--- config.mk ---
export PLATFORM = sky130hd
export DESIGN_NAME = nvm_write_gate
export DESIGN_NICKNAME = d
export VERILOG_FILES = /design/src/rtl/wg_pkg.sv /design/src/rtl/wg_seq_tracker.sv /design/src/rtl/wg_lock_map.sv /design/src/rtl/nvm_write_gate.sv
export SDC_FILE = /design/constraint.sdc
export NUM_CORES = 1
export LEC_CHECK = 0
export ABC_CLOCK_PERIOD_IN_PS = 2320
export BUFFER_PORTS_ARGS = -buffer_cell sky130_fd_sc_hd__clkbuf_2
export CORE_ASPECT_RATIO = 1.5
export CORE_UTILIZATION = 53
export CTS_CLUSTER_DIAMETER = 150
export DETAILED_ROUTE_END_ITERATION = 8
export PLACE_DENSITY = 0.78
export SYNTH_ARGS = -nofsm -noshare
export SYNTH_HDL_FRONTEND = slang
export SYNTH_SLANG_ARGS = --single-unit
--- constraint.sdc ---
create_clock -name clk -period 2.32 [get_ports clk]
set_input_delay 0 -clock clk [delete_from_list [all_inputs] [get_ports clk]]
set_output_delay 0 -clock clk [all_outputs]
set_load 0.03 [all_outputs]
--- src/rtl/wg_pkg.sv ---
package wg_pkg;
  localparam int ADDR_W = 13;
  localparam int DATA_W = 8;

  localparam logic [ADDR_W-1:0] KEY_ADDR_A = 13'h1555;
  localparam logic [ADDR_W-1:0] KEY_ADDR_B = 13'h0AAA;
  localparam logic [DATA_W-1:0] KEY_BYTE_1 = 8'hAA;
  localparam logic [DATA_W-1:0] KEY_BYTE_2 = 8'h55;
  localparam logic [DATA_W-1:0] CMD_OPEN   = 8'hA0;
  localparam logic [DATA_W-1:0] CMD_LOCKLD = 8'hC0;

  typedef enum logic [2:0] {
    SQ_IDLE,
    SQ_KEY1,
    SQ_KEY2,
    SQ_DATA,
    SQ_PROT
  } seq_e;

  function automatic logic key_hit(input logic [ADDR_W-1:0] a, input logic [DATA_W-1:0] d,
                                   input logic [ADDR_W-1:0] ea, input logic [DATA_W-1:0] ed);
    return (a == ea) && (d == ed);
  endfunction
endpackage

--- src/rtl/wg_seq_tracker.sv ---
module wg_seq_tracker
  import wg_pkg::*;
#(
  parameter int PAGE_MAX  = 32,
  parameter int GAP_LIMIT = 4
) (
  input  logic              clk,
  input  logic              rst_n,
  input  logic              stb,
  input  logic [ADDR_W-1:0] addr,
  input  logic [DATA_W-1:0] data,
  output seq_e              state,
  output logic              seq_accept,
  output logic              burst_done,
  output logic              gap_expire
);
  localparam int PW = (PAGE_MAX > 1) ? $clog2(PAGE_MAX) : 1;
  localparam int GW = (GAP_LIMIT > 1) ? $clog2(GAP_LIMIT) : 1;
  localparam logic [PW-1:0] PAGE_LAST = PW'(PAGE_MAX - 1);
  localparam logic [GW-1:0] GAP_LAST  = GW'(GAP_LIMIT - 1);

  seq_e          st_q, st_n;
  logic [PW-1:0] page_q, page_n;
  logic [GW-1:0] gap_q, gap_n;

  always_comb begin
    st_n       = st_q;
    page_n     = page_q;
    gap_n      = gap_q;
    seq_accept = 1'b0;
    burst_done = 1'b0;
    gap_expire = 1'b0;
    if (stb) begin
      gap_n = '0;
      unique case (st_q)
        SQ_IDLE: if (key_hit(addr, data, KEY_ADDR_A, KEY_BYTE_1)) begin
          st_n = SQ_KEY1; seq_accept = 1'b1;
        end
        SQ_KEY1: if (key_hit(addr, data, KEY_ADDR_B, KEY_BYTE_2)) begin
          st_n = SQ_KEY2; seq_accept = 1'b1;
        end else st_n = SQ_IDLE;
        SQ_KEY2: if (key_hit(addr, data, KEY_ADDR_A, CMD_OPEN)) begin
          st_n = SQ_DATA; seq_accept = 1'b1;
        end else if (key_hit(addr, data, KEY_ADDR_A, CMD_LOCKLD)) begin
          st_n = SQ_PROT; seq_accept = 1'b1;
        end else st_n = SQ_IDLE;
        SQ_DATA: if (page_q == PAGE_LAST) begin
          st_n = SQ_IDLE; burst_done = 1'b1;
        end else page_n = page_q + PW'(1);
        SQ_PROT: st_n = SQ_IDLE;
        default: st_n = SQ_IDLE;
      endcase
    end else if (st_q != SQ_IDLE) begin
      if (gap_q == GAP_LAST) begin
        st_n = SQ_IDLE; gap_expire = 1'b1;
      end else gap_n = gap_q + GW'(1);
    end
    if (st_n != SQ_DATA) page_n = '0;
    if (st_n == SQ_IDLE) gap_n = '0;
  end

  always_ff @(posedge clk or negedge rst_n) begin
    if (!rst_n) begin
      st_q   <= SQ_IDLE;
      page_q <= '0;
      gap_q  <= '0;
    end else begin
      st_q   <= st_n;
      page_q <= page_n;
      gap_q  <= gap_n;
    end
  end

  assign state = st_q;
endmodule

--- src/rtl/wg_lock_map.sv ---
module wg_lock_map #(
  parameter int N_BLK = 8,
  parameter int BLK_W = 3
) (
  input  logic             clk,
  input  logic             rst_n,
  input  logic             load,
  input  logic [N_BLK-1:0] din,
  input  logic [BLK_W-1:0] idx,
  output logic             locked,
  output logic [N_BLK-1:0] q
);
  always_ff @(posedge clk or negedge rst_n) begin
    if (!rst_n) q <= '0;
    else if (load) q <= din;
  end

  assign locked = q[idx];
endmodule

--- src/rtl/nvm_write_gate.sv ---
module nvm_write_gate
  import wg_pkg::*;
#(
  parameter int PAGE_MAX  = 32,
  parameter int GAP_LIMIT = 4,
  parameter int N_BLK     = 8
) (
  input  logic              clk,
  input  logic              rst_n,
  input  logic              wr_stb,
  input  logic [ADDR_W-1:0] wr_addr,
  input  logic [DATA_W-1:0] wr_data,
  input  logic              wr_allow,
  output logic              arr_we,
  output logic              wr_reject
);
  localparam int BLK_W = $clog2(N_BLK);

  seq_e             seq_state;
  logic             seq_accept, burst_done, gap_expire;
  logic             seq_idle, data_phase, prot_phase;
  logic             blk_locked, prot_load;
  logic [N_BLK-1:0] prot_q;
  logic [BLK_W-1:0] blk_idx;
  logic             we_d, rej_d;

  wg_seq_tracker #(.PAGE_MAX(PAGE_MAX), .GAP_LIMIT(GAP_LIMIT)) u_seq (
    .clk(clk), .rst_n(rst_n), .stb(wr_stb), .addr(wr_addr), .data(wr_data),
    .state(seq_state), .seq_accept(seq_accept), .burst_done(burst_done),
    .gap_expire(gap_expire)
  );

  assign blk_idx    = wr_addr[ADDR_W-1 -: BLK_W];
  assign seq_idle   = (seq_state == SQ_IDLE);
  assign data_phase = (seq_state == SQ_DATA);
  assign prot_phase = (seq_state == SQ_PROT);
  assign prot_load  = wr_stb && prot_phase && wr_allow;

  wg_lock_map #(.N_BLK(N_BLK), .BLK_W(BLK_W)) u_lock (
    .clk(clk), .rst_n(rst_n), .load(prot_load), .din(wr_data[N_BLK-1:0]),
    .idx(blk_idx), .locked(blk_locked), .q(prot_q)
  );

  assign we_d  = wr_stb && data_phase && wr_allow && !blk_locked;
  assign rej_d = wr_stb && !we_d && !prot_load && !seq_accept;

  always_ff @(posedge clk or negedge rst_n) begin
    if (!rst_n) begin
      arr_we    <= 1'b0;
      wr_reject <= 1'b0;
    end else begin
      arr_we    <= we_d;
      wr_reject <= rej_d;
    end
  end
endmodule

; Yosys cells after proc, flatten, opt, wreduce, memory -nomap -nowiden
; Index checks and enable logic that the tools add are counted.
[totals]
wordCells = 73
inputBits = 25
ff_bits = 20
[op_classes]
eq_ne = 15
n_reduce_logical = 24
muxes = 25
n_lt_le_gt_ge = 1
n_addsub = 2
[ops]
columns = op, count
row1 = 8-bit equality test (second input constant), 3
row2 = 3-bit 2-to-1 mux, 7
row3 = 5-bit 2-to-1 mux, 4
row4 = 13-bit by 12-bit equality test with 1-bit output (second input constant), 1
row5 = 13-bit equality test (second input constant), 1
row6 = 1-bit logical AND, 12
row7 = 3-bit case mux with 4 select lines, 1
row8 = 2-bit 2-to-1 mux, 5
row9 = 8-bit by 7-bit equality test with 1-bit output (second input constant), 1
row10 = 3-bit by 2-bit equality test with 1-bit output (second input constant), 2
row11 = 3-bit logical NOT, 2
row12 = 1-bit 2-to-1 mux, 6
row13 = 3-bit nonzero test, 2
row14 = 5-bit by 1-bit adder with 5-bit output (second input constant), 1
row15 = 5-bit equality test (second input constant), 1
row16 = 1-bit logical NOT, 4
row17 = 3-bit by 4-bit < comparator with 1-bit output (second input constant), 1
row18 = 2-bit nonzero test, 2
row19 = 1-bit binary-select mux with 3-bit select, 1
row20 = 3-bit by 1-bit equality test with 1-bit output (second input constant), 1
row21 = 3-bit equality test (second input constant), 1
row22 = 3-bit by 2-bit inequality test with 1-bit output (second input constant), 1
row23 = 3-bit inequality test (second input constant), 1
row24 = 1-bit case mux with 3 select lines, 1
row25 = other kinds (5), 5

; Longest topological paths before layout
[logic_depth]
word_depth = 9
ltp_mapped = 6
mapped_depth_nobuf = 6

; By module
; Synthesis repeated with hierarchy kept, for this count alone.
[hier_totals]
hier_cells = 121
area_unflattened_um2 = 1327.5
[by_module_without_submodules]
columns = module, cells_each, area_per_inst_um2, n_inst, seq_area_each_um2
row1 = wg_seq_tracker, 92, 857.1, 1, 250.2
row2 = wg_lock_map, 20, 357.8, 1, 200.2
row3 = nvm_write_gate, 9, 112.6, 1, 50.0

; Least setup slack after synthesis
; OpenSTA, ideal clock, no wires.
[synth_timing]
path_kind = register to register
from = reg u_seq.page_q[0]
to = reg u_seq.page_q[0]
setup_ns = 0.094
stages_incl_launch_ff = 7
n_path_buf = 0
arrival_ns = 1.591
setup_slack_ns = 0.635
path_cell_list = dfrtp_1 ha_1 and3_1 ha_1 nor2_1 a21oi_1 a211oi_1
[synth_between]
elab_chain_len = 7
[synth_lines]
columns = item, line_no
row1 = from (decl), wg_seq_tracker.sv:23  ; logic [PW-1:0] page_q, page_n;
row2 = from (signal assigned), wg_seq_tracker.sv:69  ; page_q <= page_n;
row3 = 5-bit equality test, wg_seq_tracker.sv:47  ; SQ_DATA: if (page_q == PAGE_LAST) begin
row4 = 3-bit 2-to-1 mux, wg_seq_tracker.sv:47
row5 = 3-bit case mux with 4 select lines, wg_seq_tracker.sv:35  ; unique case (st_q)
row6 = 3-bit 2-to-1 mux, wg_seq_tracker.sv:33  ; if (stb) begin
row7 = 3-bit by 2-bit inequality test with 1-bit output, wg_seq_tracker.sv:58  ; if (st_n != SQ_DATA) page_n = '0;
row8 = 2-bit inequality test (no source line) / 2-bit nonzero test (equally long branches), --
row9 = 3-bit AND reduction (no source line), --
; Several ways; a longest one is shown, not always the timed one. The select of a mux whose other input is x is not followed.
; A chain may end at the register's enable or synchronous reset.

; Final worst setup path
[layout_timing]
from = reg u_seq.page_q[0]
to = reg u_seq.page_q[1]
; The elaborated chain is that of the path after synthesis.

==> impl_summary.md <==
Status
The run finished with clean final reports.

Clock tree
Once the clock tree was built, the resizer swapped 0 gates to a different size. No sink is reached through more buffers than the 2 on the longest clock path. The buffers inserted during post-CTS setup optimization is 0.

The number of sinks handled by clock tree synthesis is 20. TritonCTS built the clock tree. CTS built an H-tree with a depth of 1. The later pin in the worst-skew pair is clocked with a latency of around 310 ps.

The clock input transition at the sequential cells of the worst setup and hold paths is roughly 120 ps. The number of buffers created by CTS is 3. The tree is rooted in a sky130_fd_sc_hd__clkbuf_4.

The number of hold buffers added after CTS was 11.

Placed design
Buffers placed on the I/O ports in this run total 26. The global placer's final weighted congestion is ~0.91. The wire-length estimate of the detail-placed layout is roughly 2.2 mm.

STA
Across all hold checks on the routed design, the worst slack comes to between 70 and 80 ps. The fmax is just over 500 MHz. The final max-slew violation count is 0. Setup violations remaining at the end of the flow were counted as 0. The worst pin sits at a relative slew slack of about three fifths. The worst path uses 84.35% of the clock period. In the final timing run, aggregate negative setup slack is 0 ps. The shortest clock period the worst path allows after layout is 1957 ps. At the pin with the least slew margin, the transition time is 592.7 ps. Between clock sinks in the finished design, the worst skew comes to between 0.5 and 0.6 ps. Setup repair after global routing left no endpoint under its margin. The number of failing hold endpoints at the final stage is 0.

Synthesis
The share of the Yosys chip area taken by registers is 41.75%. Of all flip-flops after synthesis, the portion carrying an async set or reset was between 90% and 100%. A synthesized cell averages ~12 µm². The most frequently used flop master after synthesis is sky130_fd_sc_hd__dfrtp_1. The total of warnings raised by yosys is 0. Synthesis handed over a netlist of ~100 instances. The net count of the mapped netlist is 130. The post-synthesis instance area is about 1200 µm². The synthesized design contains 0 enable-type register cells.

The post-synthesis sequential element count is 20. The netlist uses 38 different library cells.

Global route
The wire length of the first global-routing pass is about 4.6 mm. For this run the aggregate overflow at the end of global routing stands at 0. Global routing used 27.54% of the available tracks across all layers.

Entering global routing, the biggest net connects 21 pins. The number of antenna violations at the first check in global routing is 0. The number of global-route vias before repair came to between 1,000 and 1,500.

Worst setup path
Setup slack on the worst reg-to-reg path comes out at between 300 and 400 ps. Along the worst path, the maximum fanout reaches 6. The kind of critical path is reg2reg. The endpoint of the worst-slack reg-to-reg timing path is u_seq.page_q[1]. At the worst endpoint, the arrival time is around 2200 ps.

Tracing the worst setup path back leads to its startpoint at u_seq.page_q[0]. Data on the critical path is required at its endpoint by 2540 ps. STA classifies the critical path startpoint as a flip-flop. STA classifies the critical path endpoint as a flip-flop. The worst reg2reg path startpoint is u_seq.page_q[0]. The length in cells of the worst reg-to-reg path is 6. The capture point of the critical path is u_seq.page_q[1].

Floorplanning
27 I/O pins were placed. Row generation in the floorplan step produced 20 rows. The total area inside the core boundary comes to around 2100 µm². The die extent in y is 60.25 µm. The die area is 2460 µm².

The x dimension of the die is just over 40 µm. The initial core utilization is between 50% and 60%.

Drt
In the final routed layout, each cell accounts on average for around 17 µm. For this run, design rule violations remaining after detail routing come to 0. The total number of vias is a little over 1,000.

The number of violations reported at the end of detailed-routing iteration 0 is 46. The number of iterations in the first detailed-routing pass is 4. Dividing the detail-routed via count by the number of cells gives about 6.3. The detail route stage leaves a number of antenna-violating nets equal to 0.

For this block, the routed nets add up to 2.858 mm of wire.

Finish
In the final design database the tool counted between 150 and 200 nets. The layout has roughly 150 filler cells. The ratio of cells with drive above 1 in the final layout is between 30% and 40%.

The multi-input combinational cells in the finished layout cover a total of 686.9 µm². The number of inserted diodes is 0. The area added between synthesis and finish is 26.41%. The sequential cells in the finished layout cover a total of between 500 and 600 µm². The share of the core filled with cells in the final layout is approximately 73%.

Worst hold path
The type of the most critical hold path is in2reg.

Power
The worst-case vdd ir drop is 0.0004824 V. The design draws slightly above 0.7 mW. In this run the static leakage power is 0.7058 nW. For this design the ratio of total power to cell area is approximately 470 nW/µm².

Job
Max-cap violations in this run came to 0.
-- worst max-delay path: stages (launching register included) --
cell	delay, ps
sky130_fd_sc_hd__dfrtp_1	430
sky130_fd_sc_hd__ha_1	210
sky130_fd_sc_hd__and3_1	190
sky130_fd_sc_hd__ha_1	230
sky130_fd_sc_hd__nor2_1	360
sky130_fd_sc_hd__a21oi_1	210
sky130_fd_sc_hd__a211oi_1	260
-- power breakdown --
group	switching (mW)	leakage, nW	internal [mW]
registers	0.000347	0.277	0.349
logic	0.0383	0.401	0.0394
clock network	0.117	0.0279	0.175
-- worst min path at each step --
stage                     slack, ps  cells after the start   startpoint             end
after floorplan                -300                      0        rst_n          arr_we
after global placement          -20                      1        rst_n  u_seq.state[1]
after detailed placement        -10                      1        rst_n  u_seq.gap_q[1]
after CTS                        50                      3  wr_addr[11]          arr_we
after global routing             60                      3  wr_addr[11]          arr_we
final                            70                      3  wr_addr[11]          arr_we
-- flip-flops by register name (all words and copies together) (netlist names) --
name / flops
u_lock.q: 8
wr_reject: 1
u_seq.gap_q: 2
u_seq.state: 3
u_seq.page_q: 5
arr_we: 1
-- final cells by class --
cell class | instances | area share (%)
tap | 22 | 1.817
sequential | 20 | 33.03
multi-input combinational | 79 | 45.33
clock inverter | 1 | 1.982
inverter | 2 | 0.4955
timing repair buffer | 37 | 15.85
clock buffer | 3 | 1.486
-- synthesized netlist by cell type, types with 3 or more instances --
master | instances | area [µm²]
sky130_fd_sc_hd__nand3_1 | 4 | 20.02
sky130_fd_sc_hd__dfrtp_1 | 20 | 500.5
sky130_fd_sc_hd__xnor2_1 | 3 | 26.28
sky130_fd_sc_hd__mux2_2 | 9 | 101.4
sky130_fd_sc_hd__nand4bb_1 | 5 | 56.30
sky130_fd_sc_hd__nor2_1 | 5 | 18.77
sky130_fd_sc_hd__a211oi_1 | 6 | 45.04
sky130_fd_sc_hd__nand2_1 | 4 | 15.01
sky130_fd_sc_hd__nor3b_1 | 3 | 22.52
sky130_fd_sc_hd__nor4_1 | 4 | 25.02
sky130_fd_sc_hd__ha_1 | 3 | 37.54
sky130_fd_sc_hd__nor3_1 | 3 | 15.01
-- stage by stage --
stage / setup WS, ps / std cells / instance area [µm²]
after floorplan: 635.2 / 102 / 1199
after global placement: 404.8 / 149 / 1353
after detailed placement: 374.5 / 149 / 1353
after CTS: 337.7 / 164 / 1515
after global routing: 187.2 / 164 / 1515
final: 363.0 / 164 / 1515
-- placed cells by master, fill, tap and decap left out, types with 3 or more instances in the layout --
cell and count:
sky130_fd_sc_hd__clkbuf_4 3, sky130_fd_sc_hd__dlygate4sd3_1 11, sky130_fd_sc_hd__nand4bb_1 5, sky130_fd_sc_hd__nand3_1 4
sky130_fd_sc_hd__nor3b_1 3, sky130_fd_sc_hd__mux2_2 9, sky130_fd_sc_hd__nor4_1 4, sky130_fd_sc_hd__ha_1 3
sky130_fd_sc_hd__nand2_1 4, sky130_fd_sc_hd__xnor2_1 3, sky130_fd_sc_hd__a211oi_1 6, sky130_fd_sc_hd__nor3_1 3
sky130_fd_sc_hd__nor2_1 5, sky130_fd_sc_hd__clkbuf_2 26, sky130_fd_sc_hd__dfrtp_1 20
-- routing by layer --
| metal | track usage (%) | share of wire [%] | wire length (µm) |
|---|---|---|---|
| met1 | 29.26 | 37 | 1044 |
| met2 | 47.99 | 58 | 1659 |
| met3 | 4.461 | 3.2 | 92 |
| met4 | 14.76 | 2.1 | 61 |
| met5 | 0 | 0 | 0 |
-- cells by family (layout without fill, tap and decap cells) --
| family | after synthesis | count (layout) | synth area share [%] |
|---|---|---|---|
| adders and majority gates | 3 | 3 | 3.132 |
| xor gates and xnor gates | 3 | 3 | 2.192 |
| AOI/OAI and AO/OA | 13 | 13 | 7.934 |
| DFF | 20 | 20 | 41.75 |
| buffers and inverters | 3 | 43 | 0.9394 |
| muxes | 13 | 13 | 14.20 |
| and+or+nand+nor | 47 | 47 | 29.85 |
Power figures use the tool's default switching activity.
